## config.mk

```make
export PLATFORM = sky130hd
export DESIGN_NAME = bit_plane_reorder
export DESIGN_NICKNAME = d
export VERILOG_FILES = /design/src/rtl/bpr_pkg.sv /design/src/rtl/bpr_rx.sv /design/src/rtl/bpr_rowbuf.sv /design/src/rtl/bpr_tx.sv /design/src/rtl/bit_plane_reorder.sv
export SDC_FILE = /design/constraint.sdc
export NUM_CORES = 1
export LEC_CHECK = 0
export ABC_AREA = 1
export BUFFER_PORTS_ARGS = -buffer_cell sky130_fd_sc_hd__buf_2
export CORE_MARGIN = 10
export CORE_UTILIZATION = 30
export DETAILED_ROUTE_END_ITERATION = 12
export HOLD_SLACK_MARGIN = 0.1
export PLACE_DENSITY = 0.44
export SLEW_MARGIN = 20
export SYNTH_ARGS = -nofsm -noshare
export SYNTH_HDL_FRONTEND = slang
export SYNTH_HIERARCHICAL = 1
export SYNTH_SLANG_ARGS = --single-unit
```

## constraint.sdc

```tcl
create_clock -name clk -period 9.2 [get_ports clk]
set_input_delay 0 -clock clk [delete_from_list [all_inputs] [get_ports clk]]
set_output_delay 0 -clock clk [all_outputs]
set_load 0.005 [all_outputs]
```

## src/rtl/bpr_pkg.sv

```systemverilog
package bpr_pkg;

    typedef enum logic [1:0] {
        RX_IDLE   = 2'd0,
        RX_PLANES = 2'd1,
        RX_CHECK  = 2'd2
    } rx_state_t;

    typedef enum logic {
        TX_WAIT = 1'b0,
        TX_SEND = 1'b1
    } tx_state_t;

endpackage

```

## src/rtl/bpr_rx.sv

```systemverilog
module bpr_rx
    import bpr_pkg::*;
#(
    parameter int N_COL = 40,
    parameter int N_ROW = 20,
    parameter int W_MAX = 10,
    parameter int CW    = 6,
    parameter int RW    = 5,
    parameter int PW    = 4
) (
    input  logic          clk,
    input  logic          rst_n,
    input  logic          cfg_wide,
    input  logic          in_valid,
    input  logic          in_bit,
    input  logic          in_sof,
    input  logic [1:0]    bank_full,
    output logic          wr_en,
    output logic          wr_bank,
    output logic [CW-1:0] wr_col,
    output logic [PW-1:0] wr_plane,
    output logic          wr_bit,
    output logic          commit,
    output logic          commit_bank,
    output logic [RW-1:0] commit_row,
    output logic          commit_bad,
    output logic          commit_wide,
    output logic          err_check,
    output logic          err_frame,
    output logic          err_ovf
);

    localparam logic [CW-1:0] COL_END = CW'(N_COL - 1);
    localparam logic [RW-1:0] ROW_END = RW'(N_ROW - 1);

    rx_state_t        st, st_nx;
    logic [CW-1:0]    col;
    logic [PW-1:0]    plane;
    logic [RW-1:0]    row;
    logic [N_COL-1:0] par;
    logic             row_bad, drop_q, wb, wide;

    logic [PW-1:0] plane_top;
    logic          sof_ev, take_data, take_chk, row_start, drop_eff, mism, row_done;
    logic [CW-1:0] pc;
    logic [PW-1:0] pp;

    always_comb begin
        plane_top = wide ? PW'(W_MAX - 1) : PW'(W_MAX - 2);
        sof_ev    = in_valid && in_sof;
        take_data = sof_ev || (in_valid && st == RX_PLANES);
        take_chk  = in_valid && !in_sof && st == RX_CHECK;
        pc        = sof_ev ? '0 : col;
        pp        = sof_ev ? '0 : plane;
        row_start = take_data && pc == '0 && pp == '0;
        drop_eff  = row_start ? bank_full[wb] : drop_q;
        mism      = in_bit ^ par[col];
        row_done  = take_chk && col == COL_END;
    end

    // write port and row commit toward the buffers
    always_comb begin
        wr_en       = take_data && !drop_eff;
        wr_bank     = wb;
        wr_col      = pc;
        wr_plane    = pp;
        wr_bit      = in_bit;
        commit      = row_done && !drop_q;
        commit_bank = wb;
        commit_row  = row;
        commit_bad  = row_bad | mism;
        commit_wide = wide;
    end

    always_ff @(posedge clk) begin
        if (!rst_n) st <= RX_IDLE;
        else        st <= st_nx;
    end

    always_comb begin
        st_nx = st;
        unique case (st)
            RX_IDLE: begin
                if (sof_ev) st_nx = RX_PLANES;
            end
            RX_PLANES: begin
                if (take_data && pc == COL_END && pp == plane_top) st_nx = RX_CHECK;
            end
            RX_CHECK: begin
                if (sof_ev)        st_nx = RX_PLANES;
                else if (row_done) st_nx = (row == ROW_END) ? RX_IDLE : RX_PLANES;
            end
            default: st_nx = RX_IDLE;
        endcase
    end

    always_ff @(posedge clk) begin
        if (!rst_n) begin
            col       <= '0;
            plane     <= '0;
            row       <= '0;
            par       <= '0;
            row_bad   <= 1'b0;
            drop_q    <= 1'b0;
            wb        <= 1'b0;
            wide      <= 1'b0;
            err_check <= 1'b0;
            err_frame <= 1'b0;
            err_ovf   <= 1'b0;
        end else begin
            if (sof_ev) begin
                wide <= cfg_wide;
                row  <= '0;
                if (st != RX_IDLE) err_frame <= 1'b1;
            end
            if (take_data) begin
                par[pc] <= (pp == '0) ? in_bit : (par[pc] ^ in_bit);
                if (pc == COL_END) begin
                    col   <= '0;
                    plane <= (pp == plane_top) ? '0 : pp + 1'b1;
                end else begin
                    col   <= pc + 1'b1;
                    plane <= pp;
                end
                if (row_start) begin
                    drop_q  <= bank_full[wb];
                    row_bad <= 1'b0;
                    if (bank_full[wb]) err_ovf <= 1'b1;
                end
            end
            if (take_chk) begin
                row_bad <= row_bad | mism;
                col     <= (col == COL_END) ? '0 : col + 1'b1;
                if (row_done) begin
                    row <= (row == ROW_END) ? '0 : row + 1'b1;
                    if (!drop_q) begin
                        wb <= ~wb;
                        if (row_bad | mism) err_check <= 1'b1;
                    end
                end
            end
        end
    end

    // a row is only committed into a buffer that the drain side has freed
    a_r8_commit_free: assert property (@(posedge clk) disable iff (!rst_n)
        commit |-> !bank_full[commit_bank]);

    // the overflow flag never clears by itself
    a_r8_ovf_sticky: assert property (@(posedge clk) disable iff (!rst_n)
        err_ovf |=> err_ovf);

endmodule

```

## src/rtl/bpr_rowbuf.sv

```systemverilog
module bpr_rowbuf #(
    parameter int N_COL = 40,
    parameter int W_MAX = 10,
    parameter int CW    = 6,
    parameter int RW    = 5,
    parameter int PW    = 4
) (
    input  logic             clk,
    input  logic             rst_n,
    input  logic             wr_en,
    input  logic             wr_bank,
    input  logic [CW-1:0]    wr_col,
    input  logic [PW-1:0]    wr_plane,
    input  logic             wr_bit,
    input  logic             commit,
    input  logic             commit_bank,
    input  logic [RW-1:0]    commit_row,
    input  logic             commit_bad,
    input  logic             commit_wide,
    input  logic             release_bank,
    input  logic             rd_bank,
    input  logic [CW-1:0]    rd_col,
    output logic [1:0]       bank_full,
    output logic [W_MAX-1:0] rd_word,
    output logic [RW-1:0]    rd_row,
    output logic             rd_bad,
    output logic             rd_wide
);

    logic [W_MAX-1:0] mem [2][N_COL];
    logic [RW-1:0]    row_tag [2];
    logic [1:0]       bad_tag, wide_tag;

    always_ff @(posedge clk) begin
        if (wr_en) mem[wr_bank][wr_col][wr_plane] <= wr_bit;
    end

    always_ff @(posedge clk) begin
        if (!rst_n) begin
            bank_full  <= 2'b00;
            bad_tag    <= 2'b00;
            wide_tag   <= 2'b00;
            row_tag[0] <= '0;
            row_tag[1] <= '0;
        end else begin
            if (release_bank) bank_full[rd_bank] <= 1'b0;
            if (commit) begin
                bank_full[commit_bank] <= 1'b1;
                row_tag[commit_bank]   <= commit_row;
                bad_tag[commit_bank]   <= commit_bad;
                wide_tag[commit_bank]  <= commit_wide;
            end
        end
    end

    always_comb begin
        rd_word = mem[rd_bank][rd_col];
        rd_row  = row_tag[rd_bank];
        rd_bad  = bad_tag[rd_bank];
        rd_wide = wide_tag[rd_bank];
    end

    // the receive side never writes into a buffer still waiting to drain
    a_r7_write_free: assert property (@(posedge clk) disable iff (!rst_n)
        wr_en |-> !bank_full[wr_bank]);

endmodule

```

## src/rtl/bpr_tx.sv

```systemverilog
module bpr_tx
    import bpr_pkg::*;
#(
    parameter int N_COL = 40,
    parameter int N_ROW = 20,
    parameter int W_MAX = 10,
    parameter int CW    = 6,
    parameter int RW    = 5
) (
    input  logic             clk,
    input  logic             rst_n,
    input  logic [1:0]       bank_full,
    input  logic [W_MAX-1:0] rd_word,
    input  logic [RW-1:0]    rd_row,
    input  logic             rd_bad,
    input  logic             rd_wide,
    output logic             rd_bank,
    output logic [CW-1:0]    rd_col,
    output logic             release_bank,
    input  logic             out_ready,
    output logic             out_valid,
    output logic [W_MAX-1:0] out_pix,
    output logic [RW-1:0]    out_row,
    output logic [CW-1:0]    out_col,
    output logic             out_last,
    output logic             out_bad
);

    localparam logic [CW-1:0] COL_END = CW'(N_COL - 1);
    localparam logic [RW-1:0] ROW_END = RW'(N_ROW - 1);

    tx_state_t        st, st_nx;
    logic [CW-1:0]    col;
    logic             bank;
    logic             fire;
    logic [W_MAX-1:0] g, b;

    always_ff @(posedge clk) begin
        if (!rst_n) st <= TX_WAIT;
        else        st <= st_nx;
    end

    always_comb begin
        st_nx = st;
        unique case (st)
            TX_WAIT: if (bank_full[bank]) st_nx = TX_SEND;
            TX_SEND: if (fire && col == COL_END) st_nx = TX_WAIT;
            default: st_nx = TX_WAIT;
        endcase
    end

    always_ff @(posedge clk) begin
        if (!rst_n) begin
            col  <= '0;
            bank <= 1'b0;
        end else if (fire) begin
            if (col == COL_END) begin
                col  <= '0;
                bank <= ~bank;
            end else begin
                col <= col + 1'b1;
            end
        end
    end

    // Gray to binary, top bit masked in narrow mode
    always_comb begin
        g = rd_word;
        if (!rd_wide) g[W_MAX-1] = 1'b0;
        b[W_MAX-1] = g[W_MAX-1];
        for (int i = W_MAX - 2; i >= 0; i--) b[i] = b[i+1] ^ g[i];
    end

    always_comb begin
        out_valid    = (st == TX_SEND);
        fire         = out_valid && out_ready;
        release_bank = fire && col == COL_END;
        rd_bank      = bank;
        rd_col       = col;
        out_pix      = b;
        out_row      = rd_row;
        out_col      = col;
        out_bad      = rd_bad;
        out_last     = out_valid && rd_row == ROW_END && col == COL_END;
    end

    // an offered pixel is held until taken
    a_r11_hold: assert property (@(posedge clk) disable iff (!rst_n)
        out_valid && !out_ready |=> out_valid && $stable(out_pix) && $stable(out_row)
                                   && $stable(out_col) && $stable(out_bad));

    // the handshake on the last column ends the row
    a_r5_row_end: assert property (@(posedge clk) disable iff (!rst_n)
        out_valid && out_ready && out_col == COL_END |=> !out_valid);

endmodule

```

## src/rtl/bit_plane_reorder.sv

```systemverilog
module bit_plane_reorder #(
    parameter int N_COL = 40,
    parameter int N_ROW = 20,
    parameter int W_MAX = 10
) (
    input  logic                       clk,
    input  logic                       rst_n,
    input  logic                       cfg_wide,
    input  logic                       in_valid,
    input  logic                       in_bit,
    input  logic                       in_sof,
    output logic                       out_valid,
    input  logic                       out_ready,
    output logic [W_MAX-1:0]           out_pix,
    output logic [$clog2(N_ROW)-1:0]   out_row,
    output logic [$clog2(N_COL)-1:0]   out_col,
    output logic                       out_last,
    output logic                       out_bad,
    output logic                       err_check,
    output logic                       err_frame,
    output logic                       err_ovf
);

    localparam int CW = $clog2(N_COL);
    localparam int RW = $clog2(N_ROW);
    localparam int PW = $clog2(W_MAX);

    logic          wr_en, wr_bank, wr_bit;
    logic [CW-1:0] wr_col, rd_col;
    logic [PW-1:0] wr_plane;
    logic          commit, commit_bank, commit_bad, commit_wide;
    logic [RW-1:0] commit_row, rd_row;
    logic [1:0]    bank_full;
    logic          release_bank, rd_bank, rd_bad, rd_wide;
    logic [W_MAX-1:0] rd_word;

    bpr_rx #(.N_COL(N_COL), .N_ROW(N_ROW), .W_MAX(W_MAX), .CW(CW), .RW(RW), .PW(PW)) u_rx (
        .clk(clk), .rst_n(rst_n), .cfg_wide(cfg_wide),
        .in_valid(in_valid), .in_bit(in_bit), .in_sof(in_sof),
        .bank_full(bank_full),
        .wr_en(wr_en), .wr_bank(wr_bank), .wr_col(wr_col), .wr_plane(wr_plane), .wr_bit(wr_bit),
        .commit(commit), .commit_bank(commit_bank), .commit_row(commit_row),
        .commit_bad(commit_bad), .commit_wide(commit_wide),
        .err_check(err_check), .err_frame(err_frame), .err_ovf(err_ovf)
    );

    bpr_rowbuf #(.N_COL(N_COL), .W_MAX(W_MAX), .CW(CW), .RW(RW), .PW(PW)) u_buf (
        .clk(clk), .rst_n(rst_n),
        .wr_en(wr_en), .wr_bank(wr_bank), .wr_col(wr_col), .wr_plane(wr_plane), .wr_bit(wr_bit),
        .commit(commit), .commit_bank(commit_bank), .commit_row(commit_row),
        .commit_bad(commit_bad), .commit_wide(commit_wide),
        .release_bank(release_bank), .rd_bank(rd_bank), .rd_col(rd_col),
        .bank_full(bank_full), .rd_word(rd_word), .rd_row(rd_row),
        .rd_bad(rd_bad), .rd_wide(rd_wide)
    );

    bpr_tx #(.N_COL(N_COL), .N_ROW(N_ROW), .W_MAX(W_MAX), .CW(CW), .RW(RW)) u_tx (
        .clk(clk), .rst_n(rst_n), .bank_full(bank_full),
        .rd_word(rd_word), .rd_row(rd_row), .rd_bad(rd_bad), .rd_wide(rd_wide),
        .rd_bank(rd_bank), .rd_col(rd_col), .release_bank(release_bank),
        .out_ready(out_ready), .out_valid(out_valid), .out_pix(out_pix),
        .out_row(out_row), .out_col(out_col), .out_last(out_last), .out_bad(out_bad)
    );

endmodule

```

# == Word level (Yosys, flattened, before mapping) ==
# Memory sizes are Yosys's and may differ from the RTL's. A register that Yosys moved wholly into a read port is not among the register bits.
# Index checks and enable logic that the tools add are counted.
# word_totals
memories,2
ram_bits,810
input_bits,7
out_inout_bits,27
regBits,78
# op_classes
reduce_logical,38
bitwise_logic,21
add_sub_neg,5
eq_ne,11
magnitude_cmp,12
n_mux,73
# mem_list
memory,words,width,read_ports,rd_clocked_by_memory_dff,wr,line_no,rtl
u_buf.mem,2,400,1,1,1,bpr_rowbuf.sv:30,logic [W_MAX-1:0] mem [2][N_COL];
u_buf.row_tag,2,5,1,1,2,bpr_rowbuf.sv:31,logic [RW-1:0] row_tag [2];
# ops
cell,n
400-bit two-way mux,1
10-bit binary-select mux with 6-bit select,1
10-bit demux with 6-bit select,1
40-bit bitwise mux,1
6-bit two-way mux,6
1-bit two-way mux,35
10-bit two-way mux,3
5-bit two-way mux,5
1-bit logical AND,20
6-bit by 1-bit adder with 6-bit output (second input constant),3
6-bit == test (second input constant),3
7-bit greater-or-equal comparator (second input constant),2
6-bit by 7-bit less-than comparator with 1-bit output (second input constant),2
2-bit two-way mux,7
6-bit NOT with 7-bit output,2
1-bit binary-select mux with 6-bit select,2
4-bit two-way mux,3
1-bit XOR,11
5-bit == test (second input constant),2
3-bit AND reduction,3
7-bit by 1-bit less-than comparator with 1-bit output (second input constant),1
1-bit demux with 6-bit select,1
6-bit by 1-bit greater-or-equal comparator with 1-bit output (second input constant),1
6-bit zero test,1
30 further kinds,43

# == Logic depth before layout (Yosys ltp) ==
# logic_depth
ltp_word,14
depth_mapped,30

# == Hierarchy ==
# Netlist, hierarchy kept.
# modules_own_cells
mod,instances,cells_each,seq_area_each_um2,area_per_inst_um2
bpr_rowbuf,1,4075,24443.4,38979.9
bpr_rx,1,673,1281.2,4295.4
bpr_tx,1,113,160.2,770.7

# == Least setup slack after synthesis ==
# OpenSTA, ideal clock, no wires.
# synth_path
path_kind,input-to-reg
start,input port in_bit
end,memory u_buf/mem[0][0] (netlist bit) (data pin)
required_ps,8412
cell_stages,1
n_path_buf,1
setup_slack_ps,5540
arrival_time_ps,2872
path_cell_list,buf_4
# synth_rtl
item,line_no,rtl
"start, declared",bit_plane_reorder.sv:10,"input logic in_bit,"
"end, declared",bpr_rowbuf.sv:30,
# Straight into the memory's write port.

# == Final worst setup path ==
# layout_path
start,register u_tx.col[0] (netlist: u_tx/out_col[0])
end,output port out_pix[0]
# layout_via
elab_chain_cells,14
# layout_rtl
item,line_no,rtl
"start, declared",bpr_tx.sv:33,logic [CW-1:0] col;
"start signal, assigned",bpr_tx.sv:61,col <= col + 1'b1;
6-bit NOT with 7-bit output (implied by the code),bpr_rowbuf.sv:57,rd_word = mem[rd_bank][rd_col];
10-bit binary-select mux with 6-bit select,bpr_rowbuf.sv:57,
10-bit two-way mux (implied by the code) (2 in series),bpr_rowbuf.sv:57,
net rd_word[9],bit_plane_reorder.sv:35,logic [W_MAX-1:0] rd_word;
1-bit two-way mux,bpr_tx.sv:69,if (!rd_wide) g[W_MAX-1] = 1'b0;
1-bit XOR (9 in series),bpr_tx.sv:71,for (int i = W_MAX - 2; i >= 0; i--) b[i] = b[i+1] ^ g[i];
"end, declared",bit_plane_reorder.sv:14,"output logic [W_MAX-1:0] out_pix,"
# The timed path passes the listed nets, and every way through them passes these cells. The select of a mux whose other input is x is not followed.

==> flow_summary.toml <==
[clock_network]
cts_max_level = 3
cts_inserted_buffers = 102
clock-sinks = 888
cts_resized = 0
clk_path_buf_depth = 3
cts_tree = "built"
root_buffer = "clkbuf_16"
cts.clk_slew.worst_paths_ps = 60
ctsHoldBuffers = 8
insertion_delay_ps = 710
cts_setup_buffers = 0

[setup_path]
arrival_ps = 5460
criticalPathCategory = "reg -> out"
worstReg2RegEnd = "u_buf/mem[0][167]"
reg2reg_depth = 6
critical_path.max_stage_delay_ps = 930
required_ps = 9200
worstPathMaxFanout = 66
crit_path_end_kind = "primary output"
critPathMostFrequentCell = "nand2_1"
critPathLaunchType = "flip-flop"
worstSetupStartpoint = "u_tx/out_col[0]"
r2r_slack_ps = 4520
cpMaxStageDelayCell = "buf_4"
r2r-start = "u_rx/col[1]"

[synthesis]
synth_top_family_by_area = "simple AND/OR/NAND/NOR gates"
syn_area_sq_um = 44000
syn_inst = 4861
synth-simple-area-share_pct = 29.8
synth_compound_area_share_pct = 2.96
synth_area_per_cell_sq_um = 9.06
synth.distinct_cells = 44
synth-xor-area-share_pct = 0.119
ys_seq_elements = 888
synthMuxAreaShare_pct = 0
yosysSeqAreaShare_pct = 58.8
yosys.area_share.adder_pct = 0.142
synth_nets = 4873
yosys_warnings = 6

[timing]
fin_crit_ps = 5460
relSlewSlack_pct = 18.3
finalClockSkew_ps = 27.4
fin_crit_sh_pct = 59.4
rsz0062_at_grt = "no"
worst_slew_pin_slew_ps = 1220
final_max_slew_viol_count = 0
hold_viol = 0
finalSetupViolCount = 0
fmax_mhz = 183
finalSetupTns_ps = 0

[final_layout]
nFillCells = 15200
nets = 4615
final_cells = 6603
fin_area_sq_um = 48400
drive_gt1_share_pct = 7.43
areaGrowthSynthToFinish_pct = 9.81
mostFrequentLayoutCells = "1,177 x nand2_1, 810 x edfxtp_1, 765 x nor3_1, 566 x nand3_1, 355 x inv_1"
fin_util_pct = 33.2
n_antenna_cell = 0
layout_commonest_cell = "nand2_1"

[global_routing]
grt_max_degree = 186
grt_pass1_wl_microns = 212000
grt.overflow.total = 0
gr-usage-met3_pct = 2.46
grt_antenna_before_repair = 2
grt_pass1_vias = 32000
use_met1_pct = 24.0
met2_usage_pct = 26.3
busiest_layer = "met2"
grt.total_usage_pct = 16.7

[power_and_ir_drop]
vdd_drop_max_mv = 0.154
total_power_mw = 8.70
power.leakage_nw = 16.8
power.density_nw_per_um2 = 180

[placement]
gp_congestion = 0.782
dp_hpwl_microns = 71800
dp_cells = 6407
placed_cell_area_sq_um = 45000
io_buffers = 33

[routing]
routed_via_density = 5.11
dr.pass1.iters = 5
vias = 33700
drt-initial-drc-count = 2705
wire_per_inst_microns = 21.2
drc = 0
antenna_left = 0
wirelength_microns = 140000

[run_status]
status = "finished clean"

[floorplan]
die_area_sq_um = 163000
chipWidth_microns = 403
die_h_microns = 403
io_pins = 34
row_count = 140
start_util_pct = 30.2
fp.coreArea_sq_um = 146000

[hold_path]
hp-class = "in -> reg"
hp-start = "in_valid"
min_path_cells = 4
worstHoldEndpoint = "u_rx/st[1]"

[flow_run]
maxCapViolations = 0
[where the power goes]
part	internal (mW)	total (mW)	switching [mW]
Clock	2.39	4.11	1.71
Sequential	4.40	4.41	0.00328
Combinational	0.0293	0.186	0.157
[cell families (layout without fill, tap and decap cells)]
family                     after synthesis  after routing
buffers and inverters                  835            660
adders and majority gates                5              5
and+or+nand+nor                       2912           2912
AOI/OAI and AO/OA                      215            215
DFF                                    888            888
xor gates and xnor gates                 6              6
[per-layer routing]
metal	share of wire (%)	routed length [microns]
met5	0	0
met4	2.1	2970
met3	4.7	6640
met2	46	63900
met1	47	66300
[critical path: cells and delay by family (launching register included)]
family,cells,cell delay [ps]
buf+inv,4,1710
flops,1,840
simple gates,22,2110
[area by class of cell]
type                            instances  area (sq um)  share of cell area [%]
Clock buffer                          133          2730                    5.65
Clock inverter                         54           561                    1.16
Inverter                              380          1480                    3.06
Multi-Input combinational cell       3138         14600                    30.1
Sequential cell                       888         25900                    53.5
Tap cell                             1917          2400                    4.96
Timing Repair Buffer                   93           744                    1.54
[registers in the layout (all words and copies together), names as in the netlist, 2 cells and up]
signal and count:
u_rx/commit_row 5, u_rx/col 6, u_buf/mem 800, u_buf/wide_tag 2, u_rx/st 2, u_tx/out_col 6, u_buf/bank_full 2, u_buf/row_tag 10
u_rx/par 40, u_rx/plane 4, u_buf/bad_tag 2
[metrics by stage]
stage / hold WS [ps] / worst slack [ps]
finish: 189 / 3740
global route: 197 / 3330
CTS: 131 / 3670
detailed placement: 300 / 4450
global placement: 291 / 4470
floorplan: 138 / 5540
[worst max-delay path by stage]
| stage | endpoint | slack [ps] | depth (start not counted) |
|---|---|---|---|
| floorplan | u_buf/mem[0][0] | 5540 | 1 |
| global placement | out_pix[0] | 4470 | 25 |
| detailed placement | out_pix[0] | 4450 | 26 |
| CTS | out_pix[0] | 3670 | 26 |
| global route | out_pix[0] | 3330 | 27 |
| finish | out_pix[0] | 3740 | 26 |
[Yosys cell counts, drive strengths merged]
library cell | instances | area share [%]
clkinv | 10 | 0.091
nand4 | 4 | 0.057
a22oi | 1 | 0.017
o21ai | 103 | 1.2
nor2 | 312 | 2.7
a211oi | 2 | 0.034
o211ai | 13 | 0.22
o21a | 16 | 0.27
nor3 | 778 | 9.0
edfxtp | 810 | 55
xnor2 | 1 | 0.020
nand3 | 614 | 7.6
a31oi | 2 | 0.028
buf | 188 | 2.7
o221ai | 30 | 0.60
a221oi | 3 | 0.060
inv | 370 | 3.2
or2 | 2 | 0.028
o22ai | 13 | 0.18
dfxtp | 78 | 3.5
nor4 | 3 | 0.043
nand3b | 5 | 0.085
clkbuf | 267 | 2.3
xor2 | 5 | 0.099
a21oi | 32 | 0.37
nand2 | 1194 | 10
ha | 5 | 0.14
(Power assumes the default switching activity.)
